==> config.mk <==
export PLATFORM = sky130hd
export DESIGN_NAME = mon_entry_ctrl
export DESIGN_NICKNAME = d
export VERILOG_FILES = /design/src/rtl/mon_pkg.sv /design/src/rtl/mon_entry_latch.sv /design/src/rtl/mon_uart_rx.sv /design/src/rtl/mon_break_tx.sv /design/src/rtl/mon_entry_ctrl.sv
export SDC_FILE = /design/constraint.sdc
export NUM_CORES = 1
export LEC_CHECK = 0
export BUFFER_PORTS_ARGS = -buffer_cell sky130_fd_sc_hd__clkbuf_2
export CELL_PAD_IN_SITES_DETAIL_PLACEMENT = 1
export CELL_PAD_IN_SITES_GLOBAL_PLACEMENT = 1
export CORE_MARGIN = 2
export CORE_UTILIZATION = 48
export DETAILED_ROUTE_END_ITERATION = 6
export PLACE_DENSITY_LB_ADDON = 0.1
export SLEW_MARGIN = 5
export SYNTH_ARGS = -nofsm -noshare
export SYNTH_HDL_FRONTEND = slang
export SYNTH_SLANG_ARGS = --single-unit
==> constraint.sdc <==
create_clock -name clk -period 2.9 [get_ports clk]
set_input_delay 0.145 -clock clk [delete_from_list [all_inputs] [get_ports clk]]
set_output_delay 0.145 -clock clk [all_outputs]
set_load 0.05 [all_outputs]
==> src/rtl/mon_pkg.sv <==
// Shared types for the debug monitor entry controller.
// Assumes: nothing beyond IEEE 1800-2017 enums.
package mon_pkg;

    // Which path, if any, put the chip into monitor mode
    typedef enum logic [1:0] {
        ENT_OFF   = 2'd0,
        ENT_HV    = 2'd1,
        ENT_BLANK = 2'd2
    } entry_t;

    // Top-level sequencing phases
    typedef enum logic [2:0] {
        SQ_WAIT = 3'd0,
        SQ_USER = 3'd1,
        SQ_SEC  = 3'd2,
        SQ_BRK  = 3'd3,
        SQ_CMD  = 3'd4
    } seq_t;

endpackage

==> src/rtl/mon_entry_latch.sv <==
// Entry decision: finds the rising edge of the reset pin, classifies the
// entry path, holds it until the pin drops, and drives the watchdog
// disable and the one-time extra reset request.
// Assumes: pin_rst, irq_hv, rst_hv, vec_blank are synchronous to clk.
module mon_entry_latch
    import mon_pkg::*;
(
    input  logic   clk,
    input  logic   rst_n,
    input  logic   pin_rst,
    input  logic   irq_hv,
    input  logic   rst_hv,
    input  logic   vec_blank,
    output entry_t entry,
    output logic   entry_seen,
    output logic   wdog_dis,
    output logic   extra_req
);

    logic   pin_q;
    logic   rise;
    logic   extra_done;
    entry_t entry_nx;

    assign rise = pin_rst & ~pin_q;

    // Next entry class: cleared by a low pin, chosen at the rising edge
    always_comb begin
        entry_nx = entry;
        if (!pin_rst) begin
            entry_nx = ENT_OFF;
        end else if (rise) begin
            if (irq_hv) begin
                entry_nx = ENT_HV;
            end else if (vec_blank) begin
                entry_nx = ENT_BLANK;
            end else begin
                entry_nx = ENT_OFF;
            end
        end
    end

    // Pin history and latched entry class
    always_ff @(posedge clk) begin
        if (!rst_n) begin
            pin_q      <= 1'b1;
            entry      <= ENT_OFF;
            entry_seen <= 1'b0;
        end else begin
            pin_q      <= pin_rst;
            entry      <= entry_nx;
            entry_seen <= rise;
        end
    end

    // Watchdog disable follows the class it will hold next cycle
    always_ff @(posedge clk) begin
        if (!rst_n) begin
            wdog_dis <= 1'b0;
        end else begin
            wdog_dis <= (entry_nx == ENT_BLANK) |
                        ((entry_nx == ENT_HV) & (irq_hv | rst_hv));
        end
    end

    // One extra reset request, only for the first blank-vector entry
    always_ff @(posedge clk) begin
        if (!rst_n) begin
            extra_req  <= 1'b0;
            extra_done <= 1'b0;
        end else begin
            extra_req <= rise & (entry_nx == ENT_BLANK) & ~extra_done;
            if (rise && entry_nx == ENT_BLANK) begin
                extra_done <= 1'b1;
            end
        end
    end

endmodule

==> src/rtl/mon_uart_rx.sv <==
// Single-wire byte receiver: start bit, DATA_BITS data bits LSB first,
// one stop bit, BIT_CLKS clocks per bit, sampled at mid-bit. A frame
// whose stop bit is low is dropped. Clearing en returns it to idle.
// Assumes: rx is asynchronous (it is synchronised here), BIT_CLKS >= 4.
module mon_uart_rx #(
    parameter int BIT_CLKS  = 256,
    parameter int DATA_BITS = 8
) (
    input  logic                 clk,
    input  logic                 rst_n,
    input  logic                 en,
    input  logic                 rx,
    output logic [DATA_BITS-1:0] data,
    output logic                 valid
);

    localparam int CNT_W = $clog2(BIT_CLKS);
    localparam int BIT_W = (DATA_BITS > 1) ? $clog2(DATA_BITS) : 1;
    localparam logic [CNT_W-1:0] LAST_CNT = CNT_W'(BIT_CLKS - 1);
    localparam logic [CNT_W-1:0] HALF_CNT = CNT_W'(BIT_CLKS / 2 - 1);
    localparam logic [BIT_W-1:0] LAST_BIT = BIT_W'(DATA_BITS - 1);

    typedef enum logic [1:0] {RX_IDLE, RX_START, RX_DATA, RX_STOP} rx_st_t;

    rx_st_t               st;
    logic [1:0]           sync;
    logic                 rxs;
    logic [CNT_W-1:0]     cnt;
    logic [BIT_W-1:0]     bitn;
    logic [DATA_BITS-1:0] shreg;

    assign rxs = sync[1];

    // Two-flop synchroniser for the receive wire
    always_ff @(posedge clk) begin
        if (!rst_n) begin
            sync <= 2'b11;
        end else begin
            sync <= {sync[0], rx};
        end
    end

    // Frame state machine with mid-bit sampling
    always_ff @(posedge clk) begin
        if (!rst_n || !en) begin
            st    <= RX_IDLE;
            cnt   <= '0;
            bitn  <= '0;
            shreg <= '0;
            data  <= '0;
            valid <= 1'b0;
        end else begin
            valid <= 1'b0;
            case (st)
                RX_IDLE: begin
                    cnt <= '0;
                    if (!rxs) begin
                        st <= RX_START;
                    end
                end
                RX_START: begin
                    if (cnt == HALF_CNT) begin
                        cnt  <= '0;
                        bitn <= '0;
                        st   <= rxs ? RX_IDLE : RX_DATA;
                    end else begin
                        cnt <= cnt + 1'b1;
                    end
                end
                RX_DATA: begin
                    if (cnt == LAST_CNT) begin
                        cnt   <= '0;
                        shreg <= {rxs, shreg[DATA_BITS-1:1]};
                        if (bitn == LAST_BIT) begin
                            st <= RX_STOP;
                        end else begin
                            bitn <= bitn + 1'b1;
                        end
                    end else begin
                        cnt <= cnt + 1'b1;
                    end
                end
                RX_STOP: begin
                    if (cnt == LAST_CNT) begin
                        cnt <= '0;
                        st  <= RX_IDLE;
                        if (rxs) begin
                            data  <= shreg;
                            valid <= 1'b1;
                        end
                    end else begin
                        cnt <= cnt + 1'b1;
                    end
                end
                default: st <= RX_IDLE;
            endcase
        end
    end

endmodule

==> src/rtl/mon_break_tx.sv <==
// Break generator: on start, holds the line low for BRK_BITS bit times of
// BIT_CLKS clocks each, then pulses done in the first idle-high clock.
// clr aborts at once and leaves the line high.
// Assumes: start is not raised while a break is running.
module mon_break_tx #(
    parameter int BIT_CLKS = 256,
    parameter int BRK_BITS = 10
) (
    input  logic clk,
    input  logic rst_n,
    input  logic clr,
    input  logic start,
    output logic line,
    output logic done
);

    localparam int BRK_CLKS = BIT_CLKS * BRK_BITS;
    localparam int CNT_W    = $clog2(BRK_CLKS);
    localparam logic [CNT_W-1:0] LAST_CNT = CNT_W'(BRK_CLKS - 1);

    logic             busy;
    logic [CNT_W-1:0] cnt;

    assign line = ~busy;

    // Low-time counter and completion pulse
    always_ff @(posedge clk) begin
        if (!rst_n || clr) begin
            busy <= 1'b0;
            cnt  <= '0;
            done <= 1'b0;
        end else begin
            done <= 1'b0;
            if (busy) begin
                if (cnt == LAST_CNT) begin
                    busy <= 1'b0;
                    done <= 1'b1;
                end else begin
                    cnt <= cnt + 1'b1;
                end
            end else if (start) begin
                busy <= 1'b1;
                cnt  <= '0;
            end
        end
    end

endmodule

==> src/rtl/mon_entry_ctrl.sv <==
// Debug monitor entry controller. Latches the entry path when the reset
// pin is released. In monitor mode it collects SEC_BYTES security bytes,
// reports each with its index, sends a break and then signals readiness.
// Assumes: all flag inputs synchronous to clk; rx may be asynchronous.
module mon_entry_ctrl
    import mon_pkg::*;
#(
    parameter int BIT_CLKS  = 256,
    parameter int SEC_BYTES = 8,
    parameter int BRK_BITS  = 10
) (
    input  logic       clk,
    input  logic       rst_n,
    input  logic       pin_rst,
    input  logic       irq_hv,
    input  logic       rst_hv,
    input  logic       vec_blank,
    input  logic       rx,
    output logic       mon_mode,
    output logic       wdog_dis,
    output logic       extra_rst_req,
    output logic       tx,
    output logic [7:0] sec_byte,
    output logic       sec_valid,
    output logic [2:0] sec_idx,
    output logic       cmd_ready
);

    localparam int IDX_W = $clog2(SEC_BYTES);
    localparam logic [IDX_W-1:0] LAST_IDX = IDX_W'(SEC_BYTES - 1);

    entry_t           entry_mode;
    logic             entry_seen;
    seq_t             seq;
    logic             rx_en;
    logic [7:0]       rx_data;
    logic             rx_valid;
    logic             brk_start;
    logic             brk_done;
    logic [IDX_W-1:0] byte_cnt;

    mon_entry_latch u_latch (
        .clk        (clk),
        .rst_n      (rst_n),
        .pin_rst    (pin_rst),
        .irq_hv     (irq_hv),
        .rst_hv     (rst_hv),
        .vec_blank  (vec_blank),
        .entry      (entry_mode),
        .entry_seen (entry_seen),
        .wdog_dis   (wdog_dis),
        .extra_req  (extra_rst_req)
    );

    mon_uart_rx #(.BIT_CLKS(BIT_CLKS), .DATA_BITS(8)) u_rx (
        .clk   (clk),
        .rst_n (rst_n),
        .en    (rx_en),
        .rx    (rx),
        .data  (rx_data),
        .valid (rx_valid)
    );

    mon_break_tx #(.BIT_CLKS(BIT_CLKS), .BRK_BITS(BRK_BITS)) u_brk (
        .clk   (clk),
        .rst_n (rst_n),
        .clr   (~pin_rst),
        .start (brk_start),
        .line  (tx),
        .done  (brk_done)
    );

    assign mon_mode  = (entry_mode != ENT_OFF);
    assign rx_en     = (seq == SQ_SEC) & pin_rst;
    assign sec_valid = rx_valid & (seq == SQ_SEC);
    assign sec_byte  = rx_data;
    assign sec_idx   = 3'(byte_cnt);
    assign brk_start = sec_valid & (byte_cnt == LAST_IDX);
    assign cmd_ready = brk_done;

    // Phase sequencing from reset wait through handshake to command idle
    always_ff @(posedge clk) begin
        if (!rst_n || !pin_rst) begin
            seq <= SQ_WAIT;
        end else begin
            case (seq)
                SQ_WAIT: if (entry_seen) seq <= mon_mode ? SQ_SEC : SQ_USER;
                SQ_SEC:  if (brk_start)  seq <= SQ_BRK;
                SQ_BRK:  if (brk_done)   seq <= SQ_CMD;
                default: seq <= seq;
            endcase
        end
    end

    // Security byte index, restarted on every reset-pin assertion
    always_ff @(posedge clk) begin
        if (!rst_n || !pin_rst) begin
            byte_cnt <= '0;
        end else if (sec_valid) begin
            byte_cnt <= byte_cnt + 1'b1;
        end
    end

endmodule

==> impl_metrics.csv, run 1 <==
group,metric,value,unit
hold_path,worstHoldStart,"rx",
clock_network,cts-resized-gates,0,
detailed_routing,via_per_inst,5.46,
hold_path,hold_depth,2,
detailed_routing,finalWirelength,5.55,mm
clock_network,ctsLongestPathBuffers,2,
place,dp_cells,348,
final_layout,final_cell_mix,"59 x dfxtp_1, 41 x nor2_1, 23 x clkbuf_2",
final_layout,layout-area-overhead-vs-synth,14.5,%
synthesis,yosys_warnings,0,
power_and_ir_drop,power_density,560,nW/µm²
place,port_buffers,23,
timing,fin_crit_sh,0.646,
synthesis,synth_area,2510,µm²
timing,max_slew.worst_pin.slew,0.642,ns
setup_path,r2r-start,"u_brk.cnt[0]$_SDFFE_PP0P_",
grt,track_usage,0.203,
detailed_routing,firstDrtPassIters,4,
synthesis,syn_nets,278,
power_and_ir_drop,switching_power,0.343,mW
synthesis,ys_types,42,
die,dieArea,5830,µm²
timing,max_freq,534,MHz
power_and_ir_drop,intPower,1.27,mW
synthesis,synth-main-ff-cell,"dfxtp_1",
final_layout,nFillCells,607,
power_and_ir_drop,seq_power_share,0.508,
clock_network,cts_tree,"done",
clock_network,cts_setup_buffers,0,
final_layout,multi_input_comb_area,1250,µm²
clock_network,clock_latency,0.33,ns
timing,grt_setup_unrepaired,"no",
die,coreArea,5070,µm²
final_layout,fin_cells,364,
final_layout,regArea,1180,µm²
detailed_routing,num_vias,1986,
grt,first_global_vias,2012,
power_and_ir_drop,p_leak,1.04,nW
grt,grt_max_degree,22,
final_layout,num_antenna_cells,0,
timing,maxSlewViolCount,0,
timing,hold_violations,0,
setup_path,cp.required,3.17,ns
detailed_routing,drc_errors,0,
clock_network,clkSlewWorstSetupHoldPaths,0.06,ns
final_layout,final_cell_area,2880,µm²
power_and_ir_drop,swShare,0.213,
place,dpl_cell_area,2670,µm²
timing,setup_viol,0,
status,outcome,"completed",
clock_network,cts_made_buffers,9,
power_and_ir_drop,power.total,1.61,mW
hold_path,worstHoldPathType,"input port to flip-flop",
place,hpwl,3.80,mm
timing,setup_tns,0,ns
timing,relSlewSlack,0.571,
die,die_h,76.3,µm
place,gp_congestion,0.812,
grt,overflow,0,
setup_path,crit_path_max_fanout,7,
detailed_routing,drt-initial-drc-count,78,
synthesis,synthArstFlopShare,0,
die,rows,26,
grt,antenna_found_initial,0,
synthesis,ys_seq_elements,59,
timing,fin_worst_skew,0.00579,ns
synthesis,syn_inst,265,
synthesis,avgSynthCellArea,9.48,µm²
setup_path,crit_path_start_kind,"flip-flop",
setup_path,crit_type,"flip-flop to flip-flop",
synthesis,synth_edf_count,0,
die,initial_core_util,0.495,
die,ios,24,
synthesis,netlist.area_leader.share,0.470,
synthesis,yosysTopAreaCell,"dfxtp_1",
clock_network,hold_buffers,0,
hold_path,whs_endpoint,"u_rx.sync[0]$_SDFF_PN1_",
grt,grt_pass1_wl,9.47,mm
die,die_x,76.3,µm
clock_network,cts_root_buf,"clkbuf_8",
synthesis,ys_seq_area_frac,0.470,
final_layout,final_common_cell,"dfxtp_1",
final_layout,fin_nets,302,
detailed_routing,ant_nets,0,
setup_path,rr_endpoint,"u_brk.cnt[7]$_SDFFE_PP0P_",
synthesis,yosys-top-cells-area,"dfxtp_1 47%, mux2i_1 7.6%, nor2_1 6.1%, ha_1 3.0%, xnor2_1 2.8%",
setup_path,critPathArrivalTime,2.14,ns
job,drv_cap,0,
setup_path,r2r_slack,1.03,ns
setup_path,reg2regPathDepth,5,
clock_network,cts_sinks,59,
final_layout,drive_gt1_frac,0.170,
detailed_routing,wl_per_cell,15.3,µm
setup_path,end_kind,"flip-flop",
power_and_ir_drop,clkPwrFrac,0.473,
power_and_ir_drop,irDropWorstVdd,418,µV
clock_network,h-tree-depth,3,
timing,finalCriticalPeriod,1.87,ns
power_and_ir_drop,comb_power_share,0.019,
==> how the worst max path moves through the flow <==
stage                               from                   endpoint  slack (ns)  cells past startpoint
6_report       u_brk.cnt[0]$_SDFFE_PP0P_  u_brk.cnt[7]$_SDFFE_PP0P_        1.03                      5
5_1_grt        u_brk.cnt[1]$_SDFFE_PP0P_  u_brk.cnt[7]$_SDFFE_PP0P_        0.91                      5
2_1_floorplan    sec_idx[0]$_SDFFE_PP0P_  u_brk.cnt[6]$_SDFFE_PP0P_        0.95                      7
3_5_place_dp   u_brk.cnt[0]$_SDFFE_PP0P_  u_brk.cnt[0]$_SDFFE_PP0P_        1.11                      5
4_1_cts              seq[1]$_SDFFE_PP0P_                  sec_valid        0.99                      3
3_3_place_gp   u_brk.cnt[0]$_SDFFE_PP0P_  u_brk.cnt[0]$_SDFFE_PP0P_        1.18                      5
==> registers in the layout, summed over array words and instances (netlist names), named ones only <==
| signal | count |
|---|---|
| sec_idx | 3 |
| seq | 3 |
| u_brk.busy | 1 |
| u_brk.cnt | 12 |
| u_brk.done | 1 |
| u_latch.entry | 2 |
| u_latch.entry_seen | 1 |
| u_latch.extra_done | 1 |
| u_latch.extra_req | 1 |
| u_latch.pin_q | 1 |
| u_latch.wdog_dis | 1 |
| u_rx.bitn | 3 |
| u_rx.cnt | 8 |
| u_rx.data | 8 |
| u_rx.shreg | 8 |
| u_rx.st | 1 |
| u_rx.sync | 2 |
| u_rx.valid | 1 |
==> cells by family (layout without fill, tap and decap cells) <==
group	Yosys count	after routing	synth area share
AO/OA/AOI/OAI	44	44	0.125
adder cells (fa/ha/maj)	6	6	0.0299
buffers and inverters	19	48	0.0329
AND/OR/NAND/NOR	104	104	0.214
multiplexers	22	22	0.0892
XOR/XNOR	11	11	0.0384
flip-flops	59	59	0.470
==> stage by stage <==
step	hold slack [ns]	setup slack, ns	utilization
final	0.0339	1.03	0.567
after global placement	0.333	1.18	0.527
after global routing	0.0345	0.912	0.567
after detailed placement	0.367	1.11	0.527
after floorplan	0.246	0.950	-
after CTS	0.0220	0.987	0.567
==> layer usage <==
metal	track usage	vias to the layer above	share of wire	routed length, µm
li1	-	988	-	-
met1	0.248	954	0.46	2580
met2	0.335	29	0.49	2700
met3	0.0427	15	0.025	137
met4	0.109	0	0.024	134
met5	0	-	0	0
==> area by class of cell <==
class | instances | area share
clock inverter | 4 | 0.0170
multi-input combinational | 187 | 0.434
clock buffer | 12 | 0.0539
sequential | 59 | 0.411
inverter | 7 | 0.00913
timing repair buffer | 25 | 0.0452
tap | 70 | 0.0304
==> Yosys cell counts (6+ instances only) <==
cell	n
ha_1	6
nand2_1	14
a22o_1	6
buf_2	6
nand3_1	13
xnor2_1	8
nor3_1	7
nor2_1	41
a21oi_1	12
mux2i_1	19
inv_1	7
dfxtp_1	59
==> power groups by stage <==
stage / Clock (mW) / Combinational, mW / Sequential, mW
global route: 0.812 / 0.0349 / 0.817
global placement: 0 / 0.0300 / 0.836
finish: 0.761 / 0.0311 / 0.818
detailed placement: 0 / 0.0310 / 0.836
CTS: 0.779 / 0.0318 / 0.818
floorplan: 0 / 0.0196 / 0.837
==> critical path: stages (launching register included) <==
cell and delay [ns]:
dfxtp_1 0.38, ha_1 0.27, nand4_2 0.24, o31ai_4 0.39, and2_1 0.32, a22o_1 0.21
Power figures use the tool's default switching activity.
==> inputs of run 2 (changes only) <==
Settings changed: CORE_UTILIZATION 48 to 45.
Clock period 2.9 ns to 1.8 ns, I/O delays scaled along.
==> run 2 against run 1 <==
  * Count of clock-buffer cells in the layout decreased by 1
  * Clock skew about the same
  * Maximum frequency increased by 9.8%
  * Core utilization decreased by 2.0 points
  * First-iteration DRC count decreased by 38%
  * Largest power group unchanged
  * Sequential share of layout area decreased by 1.3 points
  * Critical path depth unchanged
  * Sequential cell count unchanged
  * Combinational power increased by 76%
  * Global-route usage decreased by 0.29 points
  * Sequential power increased by 61%
  * Die area increased by 6.3%
==> impl_metrics.csv, run 2 (synthesis gave the netlist of run 1 again) <==
group,metric,value,unit
clock_network,cts_root_buf,"clkbuf_8",
setup_path,end_kind,"flip-flop",
grt,overflow,0,
final_layout,layout-area-overhead-vs-synth,18.5,%
timing,setup_tns,0,ns
timing,maxSlewViolCount,0,
status,outcome,"completed",
detailed_routing,drt-initial-drc-count,48,
timing,holdWs,0.0175,ns
grt,antenna_found_initial,0,
grt,busiest_layer,"met2",
power_and_ir_drop,clkPwrFrac,0.444,
clock_network,clock_latency,0.34,ns
power_and_ir_drop,irDropWorstVdd,439,µV
detailed_routing,via_per_inst,5.38,
hold_path,hold_depth,3,
timing,fin_crit_sh,0.947,
clock_network,cts_sinks,59,
setup_path,crit_path_max_fanout,6,
grt,grt_pass1_wl,9.76,mm
final_layout,final_cell_mix,"57 x dfxtp_1, 40 x nor2_1, 22 x clkbuf_2",
die,ios,24,
clock_network,ctsLongestPathBuffers,2,
timing,fin_worst_skew,0.00624,ns
die,rows,27,
clock_network,clkSlewWorstSetupHoldPaths,0.07,ns
final_layout,drive_gt1_frac,0.225,
power_and_ir_drop,swShare,0.232,
setup_path,reg2regPathDepth,5,
detailed_routing,ant_nets,0,
grt,met3_usage,0.0614,
power_and_ir_drop,comb_power_share,0.022,
detailed_routing,firstDrtPassIters,4,
grt,first_global_vias,2114,
timing,setup_viol,0,
place,gp_congestion,0.777,
grt,use_met1,0.258,
die,die_h,78.7,µm
grt,grtUsageMet2,0.313,
final_layout,num_antenna_cells,0,
job,drv_cap,0,
grt,track_usage,0.200,
final_layout,top_register,"u_brk.cnt",
final_layout,finalCoreUtilization,0.547,
setup_path,crit_type,"flip-flop to flip-flop",
timing,finalCriticalPeriod,1.71,ns
timing,hold_violations,0,
clock_network,cts_made_buffers,9,
hold_path,worstHoldPathType,"input port to flip-flop",
die,coreArea,5440,µm²
power_and_ir_drop,p_leak,1.08,nW
setup_path,cp.required,2.03,ns
timing,relSlewSlack,0.737,
final_layout,final_common_cell,"dfxtp_1",
place,hpwl,3.87,mm
die,initial_core_util,0.462,
clock_network,cts_tree,"done",
detailed_routing,drc_errors,0,
power_and_ir_drop,power_density,830,nW/µm²
grt,grt_max_degree,17,
clock_network,h-tree-depth,3,
power_and_ir_drop,power.total,2.47,mW
timing,max_slew.worst_pin.slew,0.391,ns
setup_path,crit_path_start_kind,"flip-flop",
timing,max_freq,586,MHz
detailed_routing,num_vias,2035,
power_and_ir_drop,switching_power,0.572,mW
final_layout,fin_nets,314,
die,dieArea,6190,µm²
setup_path,critPathArrivalTime,1.93,ns
detailed_routing,finalWirelength,5.56,mm
power_and_ir_drop,intPower,1.90,mW
final_layout,largest_register_ffs,12,
die,die_x,78.7,µm
detailed_routing,wl_per_cell,14.7,µm
place,port_buffers,23,
power_and_ir_drop,seq_power_share,0.533,
-- run 2: cell count changes in the layout (fill, tap and decap cells not counted), moves of 2 or more --
cell / before / now
buf_4: 2 / 13
clkinv_2: 2 / 4
dfxtp_1: 59 / 57
dfxtp_2: 0 / 2
-- run 2: per-layer routing --
metal,share of wire,up-vias,routed length (µm)
met5,0,-,0
met4,0.014,0,77
met3,0.033,10,183
met2,0.46,31,2550
met1,0.49,982,2740
li1,-,1012,-
-- run 2: power by group through the flow --
stage	clock [mW]	sequential (mW)	combinational [mW]
global placement	0	1.35	0.0517
floorplan	0	1.35	0.0316
CTS	1.13	1.32	0.0549
finish	1.10	1.32	0.0547
global route	1.19	1.32	0.0611
detailed placement	0	1.35	0.0531
-- run 2: cell type report --
cell class | count | area, µm²
clock buffer | 11 | 151
timing repair buffer | 37 | 225
inverter | 7 | 26.3
tap | 72 | 90.1
multi-input combinational | 187 | 1270
clock inverter | 5 | 27.5
sequential | 59 | 1180
fill | 630 | 2460
-- run 2: critical path: stages, from the launching register on --
cell and delay [ns]:
dfxtp_1 0.41, ha_2 0.26, nand4_2 0.16, o31ai_4 0.35, nor2_1 0.16, mux2_2 0.28
-- run 2: final timing paths --
kind                                                 startpoint                           end  slack (ns)
worst min register to register  u_latch.extra_done$_SDFFE_PN0P_  u_latch.extra_req$_SDFF_PN0_        0.43
worst max register to register        u_brk.cnt[1]$_SDFFE_PP0P_     u_brk.cnt[0]$_SDFFE_PP0P_        0.09
worst max-delay path                  u_brk.cnt[1]$_SDFFE_PP0P_     u_brk.cnt[0]$_SDFFE_PP0P_        0.09
worst min-delay path                                     irq_hv   u_latch.wdog_dis$_SDFF_PN0_        0.02
-- run 2: metrics by stage --
| step | area [µm²] | setup WS (ns) | instances |
|---|---|---|---|
| after detailed placement | 2750 | 0.0525 | 360 |
| after floorplan | 2510 | 0.000863 | 265 |
| after CTS | 2950 | 0.00105 | 377 |
| final | 2980 | 0.0949 | 378 |
| after global placement | 2750 | 0.168 | 360 |
| after global routing | 2980 | -0.0141 | 378 |
-- run 2: timing repair --
item	in CTS	in global routing
hold buffers	1	0
setup endpoints to repair	1	9
buffers inserted	0	1
endpoints found under the hold margin	1	0
pin swaps	0	1
resized for setup	1	7
==> inputs of run 3 (changes only) <==
Settings changed: ABC_AREA set to 1, CORE_UTILIZATION 45 to 43, CTS_CLUSTER_DIAMETER set to 200, PLACE_DENSITY set to 0.75, PLACE_DENSITY_LB_ADDON 0.1 to unset.
==> run 3 against run 2 <==
  * Sequential share of layout area is 4.1 points lower
  * Global-route usage shrank 0.63 points
  * Setup slack improved by 0.11 ns
  * Final cell count up 32%
  * Maximum frequency rose by 7.2%
  * Critical path depth is 3 higher
  * Cell area rose by 11%
  * Non-clock buffer count shrank 6
  * Sequential power hardly changed
  * Critical path type unchanged
  * Largest cell class unchanged
  * Largest power group is now the clock network
==> impl_metrics.csv, run 3 <==
group,metric,value,unit
final_layout,top_register,"u_brk.cnt",
timing,timing.final.ws_setup,0.209,ns
final_layout,layout-area-overhead-vs-synth,17.2,%
final_layout,final_common_cell,"nand2_1",
clock_network,cts_sinks,59,
grt,first_global_vias,2495,
synthesis,synthArstFlopShare,0,
power_and_ir_drop,switching_power,0.628,mW
clock_network,cts_root_buf,"clkbuf_8",
power_and_ir_drop,swShare,0.217,
synthesis,netlist.area_leader.share,0.418,
setup_path,crit_path_max_fanout,17,
grt,track_usage,0.194,
setup_path,crit_path_start_kind,"flip-flop",
grt,overflow,0,
synthesis,synth_area,2830,µm²
synthesis,synth_edf_count,0,
final_layout,fin_cells,499,
synthesis,ys_seq_elements,59,
final_layout,final_cell_area,3310,µm²
detailed_routing,drc_errors,0,
final_layout,largest_register_ffs,12,
grt,met3_usage,0.0438,
power_and_ir_drop,comb_power_share,0.022,
detailed_routing,ant_nets,0,
grt,grtUsageMet2,0.330,
final_layout,fin_nets,430,
timing,setup_tns,0,ns
timing,holdWs,0.0400,ns
synthesis,synth_common_cells,"77 x nand2_1, 59 x dfxtp_1, 43 x nor2_1",
synthesis,synth-main-ff-cell,"dfxtp_1",
synthesis,ys_seq_area_frac,0.418,
timing,max_slew.worst_pin.slew,0.354,ns
die,initial_core_util,0.446,
synthesis,avgSynthCellArea,7.41,µm²
synthesis,yosys-top-cells-area,"dfxtp_1 42%, nand2_1 10%, nand3_1 6.4%, nor2_1 5.7%, inv_1 5.3%",
final_layout,regArea,1180,µm²
setup_path,crit_type,"flip-flop to flip-flop",
clock_network,cts_made_buffers,9,
detailed_routing,num_vias,2509,
die,dieArea,7240,µm²
timing,finalCriticalPeriod,1.59,ns
synthesis,syn_nets,395,
setup_path,cp.required,2.04,ns
power_and_ir_drop,irDropWorstVdd,550,µV
place,hpwl,4.46,mm
place,place_ws,0.214,ns
synthesis,syn_inst,382,
detailed_routing,wl_per_cell,12.6,µm
timing,fin_worst_skew,0.00743,ns
setup_path,end_kind,"flip-flop",
final_layout,num_antenna_cells,0,
synthesis,yosysTopAreaCell,"dfxtp_1",
grt,grt_max_degree,18,
timing,setup_viol,0,
final_layout,multi_input_comb_area,1400,µm²
final_layout,nFillCells,806,
clock_network,cts-resized-gates,0,
detailed_routing,firstDrtPassIters,4,
synthesis,yosys_warnings,0,
place,port_buffers,23,
detailed_routing,drt-initial-drc-count,58,
place,dp_cells,480,
final_layout,final_cell_mix,"77 x nand2_1, 59 x dfxtp_1, 43 x nor2_1",
final_layout,drive_gt1_frac,0.227,
job,drv_cap,0,
synthesis,ys_types,40,
grt,busiest_layer,"met2",
die,die_x,85.1,µm
power_and_ir_drop,intPower,2.27,mW
setup_path,critPathArrivalTime,1.83,ns
clock_network,cts_tree,"done",
clock_network,h-tree-depth,3,
synthesis,yosysMostFrequentCell,"nand2_1",
grt,antenna_found_initial,0,
die,die_h,85.1,µm
die,rows,29,
die,coreArea,6350,µm²
power_and_ir_drop,power_density,873,nW/µm²
place,dpl_cell_area,3040,µm²
detailed_routing,finalWirelength,6.30,mm
power_and_ir_drop,clkPwrFrac,0.523,
timing,relSlewSlack,0.762,
timing,hold_violations,0,
timing,maxSlewViolCount,0,
place,gp_congestion,0.801,
grt,use_met1,0.236,
power_and_ir_drop,seq_power_share,0.455,
timing,max_freq,629,MHz
status,outcome,"completed",
grt,grt_pass1_wl,11.2,mm
clock_network,clock_latency,0.35,ns
hold_path,worstHoldPathType,"input port to flip-flop",
power_and_ir_drop,p_leak,1.25,nW
detailed_routing,via_per_inst,5.03,
clock_network,ctsLongestPathBuffers,2,
clock_network,clkSlewWorstSetupHoldPaths,0.08,ns
timing,fin_crit_sh,0.884,
die,ios,24,
timing,grt_setup_unrepaired,"no",
==> run 3: cell types whose count changed in the layout (fill, tap and decap cells not counted), moves of 11 or more <==
| cell | delta |
|---|---|
| a21oi_1 | +11 |
| a21oi_2 | +11 |
| inv_1 | +33 |
| inv_2 | +11 |
| mux2i_1 | -19 |
| nand2_1 | +63 |
| nand3_1 | +23 |
| o21ai_1 | +14 |
==> run 3: power by group through the flow <==
stage	sequential, mW	clock, mW	combinational [mW]
2_1_floorplan	1.35	0	0.0347
4_1_cts	1.32	1.54	0.0650
6_report	1.32	1.51	0.0643
5_1_grt	1.32	1.61	0.0720
3_5_place_dp	1.35	0	0.0593
3_3_place_gp	1.35	0	0.0587
==> run 3: timing repair <==
item                                   CTS  global route
setup buffers                            0             0
endpoints found under the hold margin    2             0
hold buffers                             3             0
==> run 3: metal layers <==
metal	vias up	part of all wire
met2	23	0.50
met4	0	0.017
li1	1305	-
met3	10	0.025
met1	1171	0.46
met5	-	0
==> run 3: worst paths after layout <==
kind              slack, ns                      endpoint  cells after the start                             from
setup / recovery       0.21     u_rx.data[7]$_SDFFE_PP0P_                      8           u_rx.cnt[0]$_SDFF_PP0_
hold / removal         0.04  u_latch.extra_req$_SDFF_PN0_                      3                        vec_blank
setup reg to reg       0.21     u_rx.data[7]$_SDFFE_PP0P_                      8           u_rx.cnt[0]$_SDFF_PP0_
hold reg to reg        0.43  u_latch.extra_req$_SDFF_PN0_                      1  u_latch.extra_done$_SDFFE_PN0P_
==> run 3: through the flow <==
step           total power [mW]  utilization
2_1_floorplan              1.39            -
3_3_place_gp               1.41        0.478
3_5_place_dp               1.41        0.478
4_1_cts                    2.93        0.522
5_1_grt                    3.00        0.522
6_report                   2.89        0.522
==> run 3: layout make-up <==
cell class | instances | share of cell area
clock buffers | 9 | 0.0374
clock inverters | 7 | 0.0374
inverters | 54 | 0.0619
multi-input cells | 262 | 0.423
flip-flops and latches | 59 | 0.356
well taps | 77 | 0.0291
repair buffers | 31 | 0.0551
==> run 3: cell families (layout without fill, tap and decap cells) <==
kind of cell,count (synthesis),count (layout),synth area share
AND/OR/NAND/NOR,193,193,0.332
buffers and inverters,61,101,0.0871
AO/OA/AOI/OAI,60,60,0.128
flip-flops,59,59,0.418
adder cells (fa/ha/maj),6,6,0.0265
XOR/XNOR,3,3,0.00929
==> run 3: worst max-delay path, stage by stage (launching register included) <==
cell and delay, ns:
dfxtp_1 0.36, ha_1 0.19, nand2_1 0.10, nor2_2 0.17
nand2_2 0.10, inv_2 0.08, nand3_4 0.21, o21ai_1 0.24
a21oi_2 0.04
